===== src/rtl/alu_pkg.sv =====
package alu_pkg;

    parameter int DATA_W  = 32;
    parameter int SHAMT_W = $clog2(DATA_W);
    parameter int OP_W    = 4;

    typedef enum logic [OP_W-1:0] {
        OP_ADD   = 4'h0,
        OP_ADDI  = 4'h1,
        OP_SUB   = 4'h2,
        OP_ADDU  = 4'h3,
        OP_ADDIU = 4'h4,
        OP_SUBU  = 4'h5,
        OP_SLL   = 4'h6,
        OP_SRL   = 4'h7
    } alu_op_e;

    typedef enum logic [1:0] {
        UNIT_ARITH = 2'd0,
        UNIT_SHIFT = 2'd1,
        UNIT_NONE  = 2'd2
    } alu_unit_e;

    typedef struct packed {
        alu_unit_e unit;
        logic      subtract;
        logic      trap_ovf;
        logic      shift_left;
    } alu_ctrl_t;

    function automatic alu_ctrl_t decode_op(input logic [OP_W-1:0] code);
        alu_ctrl_t c;
        c = '{unit: UNIT_NONE, subtract: 1'b0, trap_ovf: 1'b0, shift_left: 1'b0};
        case (code)
            OP_ADD, OP_ADDI: begin
                c.unit     = UNIT_ARITH;
                c.trap_ovf = 1'b1;
            end
            OP_SUB: begin
                c.unit     = UNIT_ARITH;
                c.subtract = 1'b1;
                c.trap_ovf = 1'b1;
            end
            OP_ADDU, OP_ADDIU: c.unit = UNIT_ARITH;
            OP_SUBU: begin
                c.unit     = UNIT_ARITH;
                c.subtract = 1'b1;
            end
            OP_SLL: begin
                c.unit       = UNIT_SHIFT;
                c.shift_left = 1'b1;
            end
            OP_SRL: c.unit = UNIT_SHIFT;
            default: c.unit = UNIT_NONE;
        endcase
        return c;
    endfunction

endpackage


===== src/rtl/alu_addsub.sv =====
module alu_addsub
    import alu_pkg::*;
#(
    parameter int W = DATA_W
) (
    input  logic [W-1:0] a,
    input  logic [W-1:0] b,
    input  logic         subtract,
    output logic [W-1:0] sum,
    output logic         ovf_raw
);

    localparam int MSB = W - 1;

    logic [W-1:0] b_eff;
    logic [W-1:0] cin_vec;

    assign b_eff   = subtract ? ~b : b;
    assign cin_vec = {{(W-1){1'b0}}, subtract};
    assign sum     = a + b_eff + cin_vec;

    // Same-sign inputs to the adder with a sign flip at the output
    assign ovf_raw = (a[MSB] == b_eff[MSB]) && (sum[MSB] != a[MSB]);

    // Cross-check against wide signed arithmetic
    logic signed [W:0] wide_ref;
    always_comb begin
        wide_ref = subtract ? ($signed({a[MSB], a}) - $signed({b[MSB], b}))
                            : ($signed({a[MSB], a}) + $signed({b[MSB], b}));
        a_r2_r5_ovf_matches_wide: assert (ovf_raw == (wide_ref[W] != wide_ref[MSB]))
            else $error("raw overflow disagrees with wide result");
        a_r1_r4_sum_low_bits: assert (sum == wide_ref[MSB:0])
            else $error("sum disagrees with wide result");
    end

endmodule


===== src/rtl/alu_shift.sv =====
module alu_shift
    import alu_pkg::*;
#(
    parameter int W    = DATA_W,
    parameter int SH_W = SHAMT_W
) (
    input  logic [W-1:0]    din,
    input  logic [SH_W-1:0] amt,
    input  logic            go_left,
    output logic [W-1:0]    dout
);

    logic [W-1:0] rev_in;
    logic [W-1:0] rev_out;
    logic [W-1:0] core_in;
    logic [W-1:0] stage [0:SH_W];

    // A left shift is a right shift of the bit-reversed word
    for (genvar i = 0; i < W; i++) begin : g_rev
        assign rev_in[i]  = din[W-1-i];
        assign rev_out[i] = stage[SH_W][W-1-i];
    end

    assign core_in  = go_left ? rev_in : din;
    assign stage[0] = core_in;

    for (genvar s = 0; s < SH_W; s++) begin : g_stage
        localparam int DIST = 1 << s;
        assign stage[s+1] = amt[s] ? {{DIST{1'b0}}, stage[s][W-1:DIST]} : stage[s];
    end

    assign dout = go_left ? rev_out : stage[SH_W];

    always_comb begin
        a_r6_r7_shift_value: assert (dout == (go_left ? (din << amt) : (din >> amt)))
            else $error("shifter output mismatch");
        a_r8_zero_distance: assert ((amt != '0) || (dout == din))
            else $error("zero shift altered operand");
    end

endmodule


===== src/rtl/alu_zero_detect.sv =====
module alu_zero_detect
    import alu_pkg::*;
#(
    parameter int W     = DATA_W,
    parameter int CHUNK = 8
) (
    input  logic [W-1:0] value,
    output logic         is_zero
);

    localparam int NCHUNK = (W + CHUNK - 1) / CHUNK;
    localparam int PAD_W  = NCHUNK * CHUNK;

    logic [PAD_W-1:0]  padded;
    logic [NCHUNK-1:0] any_set;

    assign padded = {{(PAD_W-W){1'b0}}, value};

    for (genvar c = 0; c < NCHUNK; c++) begin : g_chunk
        assign any_set[c] = |padded[c*CHUNK +: CHUNK];
    end

    assign is_zero = ~|any_set;

endmodule


===== src/rtl/alu_core.sv =====
module alu_core
    import alu_pkg::*;
#(
    parameter int W    = DATA_W,
    parameter int SH_W = SHAMT_W
) (
    input  logic [W-1:0]    opnd_a,
    input  logic [W-1:0]    opnd_b,
    input  logic [SH_W-1:0] shamt,
    input  logic [OP_W-1:0] op_sel,
    output logic [W-1:0]    result,
    output logic            zero_flag,
    output logic            ovf_flag
);

    alu_ctrl_t    ctrl;
    logic [W-1:0] arith_out;
    logic         arith_ovf;
    logic [W-1:0] shift_out;

    assign ctrl = decode_op(op_sel);

    alu_addsub #(.W(W)) u_addsub (
        .a        (opnd_a),
        .b        (opnd_b),
        .subtract (ctrl.subtract),
        .sum      (arith_out),
        .ovf_raw  (arith_ovf)
    );

    alu_shift #(.W(W), .SH_W(SH_W)) u_shift (
        .din     (opnd_a),
        .amt     (shamt),
        .go_left (ctrl.shift_left),
        .dout    (shift_out)
    );

    always_comb begin
        case (ctrl.unit)
            UNIT_ARITH: begin
                result   = arith_out;
                ovf_flag = arith_ovf & ctrl.trap_ovf;
            end
            UNIT_SHIFT: begin
                result   = shift_out;
                ovf_flag = 1'b0;
            end
            default: begin
                result   = '0;
                ovf_flag = 1'b0;
            end
        endcase
    end

    alu_zero_detect #(.W(W)) u_zero (
        .value   (result),
        .is_zero (zero_flag)
    );

    always_comb begin
        a_r3_no_overflow: assert (!((op_sel == OP_ADDU) || (op_sel == OP_ADDIU) ||
                                    (op_sel == OP_SUBU)) || !ovf_flag)
            else $error("unsigned operation raised overflow");
        a_r9_zero_flag: assert (zero_flag == (result == '0))
            else $error("zero flag disagrees with result");
        a_r10_unused_op: assert (!op_sel[OP_W-1] || ((result == '0) && !ovf_flag))
            else $error("unused opcode produced output");
    end

endmodule


===== config.mk =====
export PLATFORM = sky130hd
export DESIGN_NAME = alu_core
export DESIGN_NICKNAME = d
export VERILOG_FILES = /design/src/rtl/alu_pkg.sv /design/src/rtl/alu_addsub.sv /design/src/rtl/alu_shift.sv /design/src/rtl/alu_zero_detect.sv /design/src/rtl/alu_core.sv
export SDC_FILE = /design/constraint.sdc
export NUM_CORES = 1
export LEC_CHECK = 0
export BUFFER_PORTS_ARGS = -buffer_cell sky130_fd_sc_hd__buf_2
export CAP_MARGIN = 40
export CORE_ASPECT_RATIO = 1.2
export CORE_UTILIZATION = 50
export DETAILED_ROUTE_END_ITERATION = 7
export PLACE_DENSITY = 0.75
export SYNTH_ARGS = -nofsm -noshare
export SYNTH_HDL_FRONTEND = slang
export SYNTH_SLANG_ARGS = --single-unit
export TNS_END_PERCENT = 30

===== constraint.sdc =====
create_clock -name vclk -period 4.35
set_input_delay 0.2175 -clock vclk [all_inputs]
set_output_delay 0.2175 -clock vclk [all_outputs]
set_load 0.005 [all_outputs]

==> impl_metrics.sql <==
INSERT INTO impl_metrics (metric_group, metric, value, unit) VALUES
('status', 'status', 'finished, violations left', ''),
('status', 'violations', 'design-rule violations, negative setup slack', ''),
('yosys', 'ys_seq_area_share', '0', '%'),
('worst_setup_path', 'cp-start-kind', 'input port', ''),
('drt', 'vias_per_cell', '6.83', ''),
('final_layout', 'design.final.nets', '1056', ''),
('timing', 'total_neg_setup_slack', '-0.0768', 'ns'),
('drt', 'drtIter0Drc', '870', ''),
('timing', 'setup_violations', '1', ''),
('drt', 'route.detailed.drc', '8', ''),
('final_layout', 'antenna_cell_count', '0', ''),
('drt', 'drt_wl_total', '24800', 'µm'),
('placed_design', 'place_worst_setup_slack', '-0.0536', 'ns'),
('global_route', 'grt_start_max_net_pins', '53', ''),
('worst_setup_path', 'timing_worst_setup_path_type', 'in2out', ''),
('final_layout', 'seq_cell_count', '0', ''),
('final_layout', 'footprint_of_the_multi_input_gates', '5230', 'µm²'),
('timing', 'final_period_utilization', '102', '%'),
('drt', 'drt.antenna.violating_nets', '0', ''),
('timing', 'worstMarginPinSlew', '0.724', 'ns'),
('timing', 'maxSlewHeadroom', '51.7', '%'),
('floorplan', 'boundaryPins', '107', ''),
('min_path', 'worst_hold_path_type', 'in2out', ''),
('global_route', 'antenna_violations_before_repair', '0', ''),
('final_layout', 'final.fill_count', '1005', ''),
('timing', 'timing.fmax', '226', 'MHz'),
('worst_setup_path', 'crit_path_max_fanout', '14', ''),
('yosys', 'post_syn_area_per_cell', '7.14', 'µm²'),
('worst_setup_path', 'critical_path_arrival', '4.21', 'ns'),
('yosys', 'synthesis.yosys.warnings', '0', ''),
('clock_tree', 'cts_hold_buf', '0', ''),
('yosys', 'syn-cell-area', '5490', 'µm²'),
('drt', 'detail_route.wl_per_cell', '23.1', 'µm'),
('timing', 'whs', '0.833', 'ns'),
('global_route', 'track_usage', '42.5', '%'),
('drt', 'route.vias.total', '7342', ''),
('floorplan', 'die_h', '117', 'µm'),
('global_route', 'global_route_wire_length_before_repair', '37500', 'µm'),
('timing', 'fin_crit', '4.43', 'ns'),
('worst_setup_path', 'critPathCaptureType', 'primary output', ''),
('final_layout', 'area_growth', '27.1', '%'),
('timing', 'rsz0062_at_grt', 'yes', ''),
('yosys', 'postSynthNetCount', '877', ''),
('power_and_ir_drop', 'irDropWorstVdd', '0.119', 'mV'),
('final_layout', 'layout.area.seq', '0', 'µm²'),
('worst_setup_path', 'cp.required', '4.13', 'ns'),
('power_and_ir_drop', 'static-leakage-power', '3.20', 'nW'),
('timing', 'timing_hold_violations_final', '0', ''),
('floorplan', 'die-width', '97.7', 'µm'),
('final_layout', 'finalCoreUtilization', '65.8', '%'),
('floorplan', 'num_rows', '41', ''),
('power_and_ir_drop', 'powerDensity', '184', 'nW/µm²'),
('yosys', 'netlist-cell-type-count', '82', ''),
('placed_design', 'gpl.final_weighted_congestion', '1.10', ''),
('placed_design', 'detailed_place_hpwl', '20400', 'µm'),
('flow_run', 'maxCapViolations', '0', ''),
('floorplan', 'dieArea', '11400', 'µm²'),
('final_layout', 'layout-drive-gt1-share', '32.0', '%'),
('final_layout', 'post-route-cell-area', '6980', 'µm²'),
('floorplan', 'floorplan.initialDensity', '51.7', '%'),
('yosys', 'syn_inst', '769', ''),
('global_route', 'number_of_global_route_vias_before_repair', '6743', ''),
('final_layout', 'clkbuf_count', '0', ''),
('drt', 'drt_first_pass_iters', '8', ''),
('floorplan', 'core_region_area', '10600', 'µm²'),
('timing', 'number_of_pins_exceeding_their_max_slew_limit_in_the_final_report', '0', ''),
('placed_design', 'io_buffers', '107', ''),
('global_route', 'globalRouteOverflowTotal', '0', ''),
('placed_design', 'detailed_place.area', '6900', 'µm²'),
('final_layout', 'most_frequent_cells_in_the_layout', 'sky130_fd_sc_hd__buf_4, sky130_fd_sc_hd__buf_2, sky130_fd_sc_hd__nor2_1', ''),
('timing', 'fin_ws', '-0.0768', 'ns'),
('final_layout', 'commonest_non_fill_non_tap_cell_in_the_layout', 'sky130_fd_sc_hd__buf_4', '');
## power breakdown
part | switching (mW) | leakage [nW] | internal [mW] | total, mW
logic | 0.723 | 3.20 | 0.563 | 1.29
registers | 0 | 0 | 0 | 0
clock network | 0 | 0 | 0 | 0
total | 0.723 | 3.20 | 0.563 | 1.29
## cells in the mapped netlist (4+ instances only)
library cell	number	area share, %
sky130_fd_sc_hd__ha_1	34	7.7
sky130_fd_sc_hd__or2_2	7	0.80
sky130_fd_sc_hd__xor2_1	16	2.6
sky130_fd_sc_hd__buf_2	6	0.55
sky130_fd_sc_hd__xnor2_1	42	6.7
sky130_fd_sc_hd__inv_1	18	1.2
sky130_fd_sc_hd__and3_1	6	0.68
sky130_fd_sc_hd__nand2_1	71	4.9
sky130_fd_sc_hd__nand3_1	9	0.82
sky130_fd_sc_hd__o211ai_1	12	1.6
sky130_fd_sc_hd__nor2_1	77	5.3
sky130_fd_sc_hd__a211o_1	5	0.80
sky130_fd_sc_hd__o21ai_0	36	3.3
sky130_fd_sc_hd__a21o_1	19	2.6
sky130_fd_sc_hd__o221ai_1	10	1.6
sky130_fd_sc_hd__a32oi_1	8	1.3
sky130_fd_sc_hd__a2111oi_0	4	0.64
sky130_fd_sc_hd__buf_6	4	0.82
sky130_fd_sc_hd__a211oi_1	8	1.1
sky130_fd_sc_hd__nand2b_1	15	1.7
sky130_fd_sc_hd__mux2i_1	57	10
sky130_fd_sc_hd__mux4_2	18	7.4
sky130_fd_sc_hd__a31oi_1	10	1.1
sky130_fd_sc_hd__o22ai_1	18	2.0
sky130_fd_sc_hd__a21oi_1	56	5.1
sky130_fd_sc_hd__nor2b_1	7	0.80
sky130_fd_sc_hd__a22oi_1	12	1.6
sky130_fd_sc_hd__nor3b_1	7	0.96
sky130_fd_sc_hd__o21a_1	8	1.1
sky130_fd_sc_hd__nand4_1	12	1.4
sky130_fd_sc_hd__nor4_1	7	0.80
sky130_fd_sc_hd__or3_1	4	0.46
sky130_fd_sc_hd__nor3_1	21	1.9
sky130_fd_sc_hd__a22o_1	5	0.80
sky130_fd_sc_hd__clkbuf_1	40	2.7
sky130_fd_sc_hd__mux2_2	7	1.4
sky130_fd_sc_hd__o31ai_1	7	0.96
## routing by layer
metal,up-vias,GRT usage [%],wire length [µm],part of all wire [%]
met5,-,0,0,0
li1,3315,-,-,-
met1,3400,55.2,9880,40
met3,109,5.29,2360,9.5
met2,518,71.5,11200,45
met4,0,18.6,1370,5.5
## cell type report
| cell class | instances | area share (%) |
|---|---|---|
| multi-input cells | 693 | 74.9 |
| repair buffers | 233 | 21.8 |
| well taps | 129 | 2.31 |
| inverters | 20 | 1.08 |
## cells by family (layout without fill, tap and decap cells)
| kind of cell | Yosys count | in the layout | synth area share [%] |
|---|---|---|---|
| AND/OR/NAND/NOR | 261 | 261 | 23.6 |
| multiplexers | 85 | 85 | 20.2 |
| XOR/XNOR | 58 | 58 | 9.25 |
| AO/OA/AOI/OAI | 254 | 254 | 32.5 |
| buffers and inverters | 76 | 253 | 6.29 |
| adder cells (fa/ha/maj) | 35 | 35 | 8.11 |
## through the flow
stage               power [mW]  std cells
global route              1.36       1075
CTS                       1.22       1075
detailed placement        1.21       1073
finish                    1.29       1075
global placement          1.21       1073
floorplan                0.691        769
## critical path, stage by stage
cell,delay (ns)
sky130_fd_sc_hd__buf_2,0.11
sky130_fd_sc_hd__buf_4,0.15
sky130_fd_sc_hd__and4bb_2,0.25
sky130_fd_sc_hd__nor2_4,0.15
sky130_fd_sc_hd__buf_12,0.18
sky130_fd_sc_hd__xnor2_1,0.16
sky130_fd_sc_hd__ha_1,0.33
sky130_fd_sc_hd__nor2b_1,0.18
sky130_fd_sc_hd__o211ai_1,0.21
sky130_fd_sc_hd__a21oi_1,0.16
sky130_fd_sc_hd__buf_4,0.17
sky130_fd_sc_hd__or3_1,0.30
sky130_fd_sc_hd__nand3_1,0.16
sky130_fd_sc_hd__o221ai_1,0.18
sky130_fd_sc_hd__nor4_2,0.33
sky130_fd_sc_hd__buf_4,0.17
sky130_fd_sc_hd__o2111ai_1,0.13
sky130_fd_sc_hd__nor4b_2,0.25
sky130_fd_sc_hd__nand4_1,0.15
sky130_fd_sc_hd__nor3_2,0.14
sky130_fd_sc_hd__buf_2,0.14
## final timing paths
path / from / end / slack (ns) / depth (start not counted)
setup / recovery: op_sel[2] / zero_flag / -0.08 / 21
hold / removal: op_sel[2] / ovf_flag / 0.83 / 4
## timing repair
| item | in CTS | in global routing |
|---|---|---|
| resized for setup | 5 | 11 |
| buffers inserted | 2 | 0 |
| endpoints found under the setup margin | 1 | 1 |
| pin swaps | 4 | 0 |
(Power assumes the default switching activity.)
